File: config.mk
export PLATFORM = sky130hd
export DESIGN_NAME = xcvr_reg_bidir
export DESIGN_NICKNAME = d
export VERILOG_FILES = /design/src/rtl/tcvr_pkg.sv /design/src/rtl/tcvr_dir_dec.sv /design/src/rtl/tcvr_cap_reg.sv /design/src/rtl/tcvr_out_mux.sv /design/src/rtl/xcvr_reg_bidir.sv
export SDC_FILE = /design/constraint.sdc
export NUM_CORES = 1
export LEC_CHECK = 0
export ABC_AREA = 0
export CELL_PAD_IN_SITES_DETAIL_PLACEMENT = 2
export CELL_PAD_IN_SITES_GLOBAL_PLACEMENT = 2
export CORE_MARGIN = 4
export CORE_UTILIZATION = 25
export CTS_CLUSTER_SIZE = 30
export DETAILED_ROUTE_END_ITERATION = 8
export PLACE_DENSITY = 0.81
export SETUP_SLACK_MARGIN = 0.5
export SYNTH_ARGS = -nofsm -noshare
export SYNTH_HDL_FRONTEND = slang
export SYNTH_SLANG_ARGS = --single-unit
File: constraint.sdc
create_clock -name clk -period 1.75 [get_ports clk]
set_input_delay 0.2625 -clock clk [delete_from_list [all_inputs] [get_ports clk]]
set_output_delay 0.2625 -clock clk [all_outputs]
set_load 0.05 [all_outputs]
File: src/rtl/tcvr_pkg.sv
package tcvr_pkg;
  typedef enum logic [1:0] {
    DRV_NONE = 2'd0,
    DRV_A    = 2'd1,
    DRV_B    = 2'd2
  } drive_e;
endpackage

File: src/rtl/tcvr_dir_dec.sv
module tcvr_dir_dec
  import tcvr_pkg::*;
(
  input  logic   oe_n,
  input  logic   dir,
  output drive_e mode,
  output logic   a_oe,
  output logic   b_oe
);
  always_comb begin
    if (oe_n)     mode = DRV_NONE;
    else if (dir) mode = DRV_B;
    else          mode = DRV_A;
  end

  assign a_oe = (mode == DRV_A);
  assign b_oe = (mode == DRV_B);
endmodule

File: src/rtl/tcvr_cap_reg.sv
module tcvr_cap_reg #(
  parameter int W = 8
) (
  input  logic         clk,
  input  logic         rst,
  input  logic         strobe,
  input  logic [W-1:0] d,
  output logic [W-1:0] q
);
  logic strobe_q;
  logic load;

  assign load = strobe && !strobe_q;

  always_ff @(posedge clk) begin
    if (rst) begin
      strobe_q <= 1'b0;
      q        <= '0;
    end else begin
      strobe_q <= strobe;
      if (load) q <= d;
    end
  end
endmodule

File: src/rtl/tcvr_out_mux.sv
module tcvr_out_mux #(
  parameter int W = 8
) (
  input  logic         en,
  input  logic         sel_stored,
  input  logic [W-1:0] live,
  input  logic [W-1:0] stored,
  output logic [W-1:0] q
);
  always_comb begin
    if (!en)             q = '0;
    else if (sel_stored) q = stored;
    else                 q = live;
  end
endmodule

File: src/rtl/xcvr_reg_bidir.sv
module xcvr_reg_bidir #(
  parameter int W = 8
) (
  input  logic         clk,
  input  logic         rst,
  input  logic         oe_n,
  input  logic         dir,
  input  logic         cap_ab,
  input  logic         cap_ba,
  input  logic         sel_ab,
  input  logic         sel_ba,
  input  logic [W-1:0] a_in,
  output logic [W-1:0] a_out,
  output logic         a_oe,
  input  logic [W-1:0] b_in,
  output logic [W-1:0] b_out,
  output logic         b_oe
);
  import tcvr_pkg::*;

  drive_e       mode;
  logic [W-1:0] reg_a;
  logic [W-1:0] reg_b;
  logic [W-1:0] seen_a;
  logic [W-1:0] seen_b;

  tcvr_dir_dec u_dec (
    .oe_n (oe_n),
    .dir  (dir),
    .mode (mode),
    .a_oe (a_oe),
    .b_oe (b_oe)
  );

  // A register samples the bus as it really is: the block's own drive when A is driven.
  assign seen_a = (mode == DRV_A) ? a_out : a_in;
  assign seen_b = (mode == DRV_B) ? b_out : b_in;

  tcvr_cap_reg #(.W(W)) u_reg_a (
    .clk    (clk),
    .rst    (rst),
    .strobe (cap_ab),
    .d      (seen_a),
    .q      (reg_a)
  );

  tcvr_cap_reg #(.W(W)) u_reg_b (
    .clk    (clk),
    .rst    (rst),
    .strobe (cap_ba),
    .d      (seen_b),
    .q      (reg_b)
  );

  tcvr_out_mux #(.W(W)) u_mux_a (
    .en         (a_oe),
    .sel_stored (sel_ba),
    .live       (b_in),
    .stored     (reg_b),
    .q          (a_out)
  );

  tcvr_out_mux #(.W(W)) u_mux_b (
    .en         (b_oe),
    .sel_stored (sel_ab),
    .live       (a_in),
    .stored     (reg_a),
    .q          (b_out)
  );
endmodule

==> key figures <==
Floorplanning
  – Num ports: 42
  – Core area: 4029 um^2
  – Cell row count: 23
  – Die Area: 5283 um^2
  – Initial core utilization: 0.2596
  – Die H: 72.69 um
  – Die width: 72.69 um

Global route
  – Vias in the first global route: 1430
  – First-pass GRT wire length: 8217 um
  – Overflow after GRT: 0
  – Initial antenna violation count: 0
  – Largest net degree at the start of global routing: 17
  – Total GRT Usage: 0.2105

Logic synthesis
  – Post-synth top area share: 0.3445
  – Synth Flop Type: dfxtp_1
  – Ranking of synthesized cells by area: dfxtp_1 34%, mux2_2 8.6%, o221a_2 8.6%
  – Yosys cell types: 20
  – Cell taking the most area after synthesis: dfxtp_1
  – Synthesized net count: 146
  – Most instantiated cells after synthesis: 18 x dfxtp_1, 17 x inv_1, 16 x nand2_1
  – Cells after synthesis: 122
  – Sequential-to-total area share from yosys stat: 0.3445
  – Count leader, synth: dfxtp_1
  – Flops & latches, synth: 18
  – EDFF count, synth: 0
  – Post-Syn Area: 1046 um^2
  – YS warnings: 0
  – Synth Area per Inst: 8.574 um^2
  – FFs w/ async S/R, synth: 0

Worst hold path
  – Hold WC Path Type: input pin to flip-flop

Timing
  – RSZ-0062 raised after global routing: true
  – Final setup vio count: 0
  – Fin crit share: 0.8413
  – Final hold violations: 0
  – Max Fclk: 679.2 MHz
  – Min Tclk post-route: 1.472 ns
  – Worst-margin pin slew: 0.3513 ns
  – Hold_ws: 0.2801 ns
  – Clock Skew: 0.007227 ns
  – Slew headroom: 0.7633
  – Final worst slack: 0.2778 ns
  – Slew Limit Fails: 0

Setup path
  – Crit. End Element: output port
  – CP Data Arrival Time: 1.21 ns
  – CP Data Required Time: 1.49 ns
  – Critical path class: flip-flop to output port
  – Worst-path fanout max: 2
  – Critical path startpoint category: flip-flop
  – Reg-to-reg slack, setup: 0.57 ns

Clock tree
  – CTS tree: done
  – Clock Root Buffer: clkbuf_8
  – Worst-Skew Late Latency: 0.26 ns
  – Clock sinks: 18
  – CTS Buffer Depth: 2
  – CTS Buf Count: 3
  – # hold bufs at CTS: 0
  – H-Tree Depth: 1
  – Clock transition at the registers of the reported paths: 0.08 ns

Detailed routing
  – DR vias/cell: 4.996
  – DR pass1 iterations: 4
  – WL/cell: 24.95 um
  – DRC errors left: 0
  – Violation count after the first detailed-route iteration: 39
  – Routed WL: 5963 um
  – Via count: 1194
  – Remaining antenna violation count: 0

Placement
  – Routability Congestion: 0.7472
  – Post-DP HPWL: 2937 um
  – Placed cell areas: 1749 um^2
  – IO buf count: 41
  – Dpl ws: -0.09346 ns

Final layout
  – Nets: 214
  – Final instance area: 2218 um^2
  – Syn-to-layout area delta: 112.1%
  – Layout cells sized above 1: 0.6614
  – ANT cells: 0

Pwr
  – Worst VDD drop: 0.3295 mV
  – Pwr dens: 617.5 nW/um^2
  – Static Leakage: 0.9774 nW

Flow run
  – Max-Cap Viols: 0

Status
  – Run status: completed
[per-stage QoR]
stage | std cells | power, mW | setup TNS, ns | utilization
4_1_cts | 226 | 1.296 | 0 | 0.5118
3_3_place_gp | 214 | 0.8475 | -0.5189 | 0.4342
2_1_floorplan | 122 | 0.7038 | 0 | -
3_5_place_dp | 214 | 0.8652 | -0.6911 | 0.4342
6_report | 239 | 1.370 | 0 | 0.5506
5_1_grt | 239 | 1.417 | 0 | 0.5506
[metal layers]
metal | part of all wire | global-route usage | routed length [um] | up-vias
met2 | 0.52 | 0.3788 | 3074 | 43
met5 | 0 | 0 | 0 | -
met1 | 0.41 | 0.2494 | 2438 | 587
li1 | - | - | - | 552
met4 | 0.030 | 0.08197 | 176 | 0
met3 | 0.046 | 0.03030 | 274 | 12
[cell type report]
class,count,area (um^2)
Fill cell,388,1810
Multi-Input combinational cell,79,804.5
Tap cell,50,62.56
Inverter,19,118.9
Timing Repair Buffer,68,780.7
Timing Repair inverter,1,16.27
Clock buffer,4,55.05
Sequential cell,18,380.4
[state kept, by name, indices dropped and copies added (netlist names)]
| signal | count |
|---|---|
| u_reg_b.q | 8 |
| u_reg_a.strobe_q | 1 |
| u_reg_b.strobe_q | 1 |
| u_reg_a.q | 8 |
[cell families (layout without fill, tap and decap cells)]
family	after synthesis	after routing	synth area share
AO/OA/AOI/OAI	32	32	0.2105
AND/OR/NAND/NOR	30	31	0.1376
buffers and inverters	26	92	0.1447
flip-flops	18	18	0.3445
multiplexers	16	16	0.1627
[worst max-delay path, stage by stage, from the launching register on]
cell,delay [ns]
dfxtp_2,0.34
mux2_4,0.29
nand2_8,0.07
clkinvlp_4,0.09
buf_8,0.15
[power by group]
| part | switching (mW) | internal (mW) |
|---|---|---|
| Combinational | 0.280 | 0.254 |
| Clock | 0.162 | 0.200 |
| Sequential | 0.0270 | 0.447 |
| Total | 0.468 | 0.901 |
[cell usage in the layout, fill, tap and decap left out, types with 2 or more instances in the layout]
master            n
mux2i_2           2
dfxtp_1           2
o21ai_1           3
buf_2             3
clkinvlp_4        8
clkdlybuf4s50_1   2
o221a_2           8
mux2_4            8
buf_6             4
clkinv_8          2
dfxtp_2          16
nor2b_1           2
nor2_4            8
buf_12           13
buf_4            21
nand2_4           6
clkbuf_8          4
nand2b_4          2
dlygate4sd2_1    16
o21ai_0          12
a31oi_1           8
nand2_8           2
mux2i_4           6
buf_8             7
inv_1             9
nand2_1           8
[path summary, 6_finish.rpt]
check                                                  from                     endpoint  cells past startpoint
worst min-delay path                                 cap_ba  u_reg_b.strobe_q$_SDFF_PP0_                      2
worst min register to register    u_reg_b.q[7]$_SDFFE_PP0P_    u_reg_b.q[7]$_SDFFE_PP0P_                      1
worst max-delay path              u_reg_b.q[6]$_SDFFE_PP0P_                     a_out[6]                      4
worst max register to register  u_reg_b.strobe_q$_SDFF_PP0_    u_reg_b.q[3]$_SDFFE_PP0P_                      4
[timing repair]
item / CTS / global route
endpoints found under the setup margin: 33 / 24
pin swaps: 13 / 13
setup buffers: 6 / 12
gates cloned: 2 / 1
gates resized for setup: 84 / 16
No activity file was read; power rests on OpenSTA's default activity.
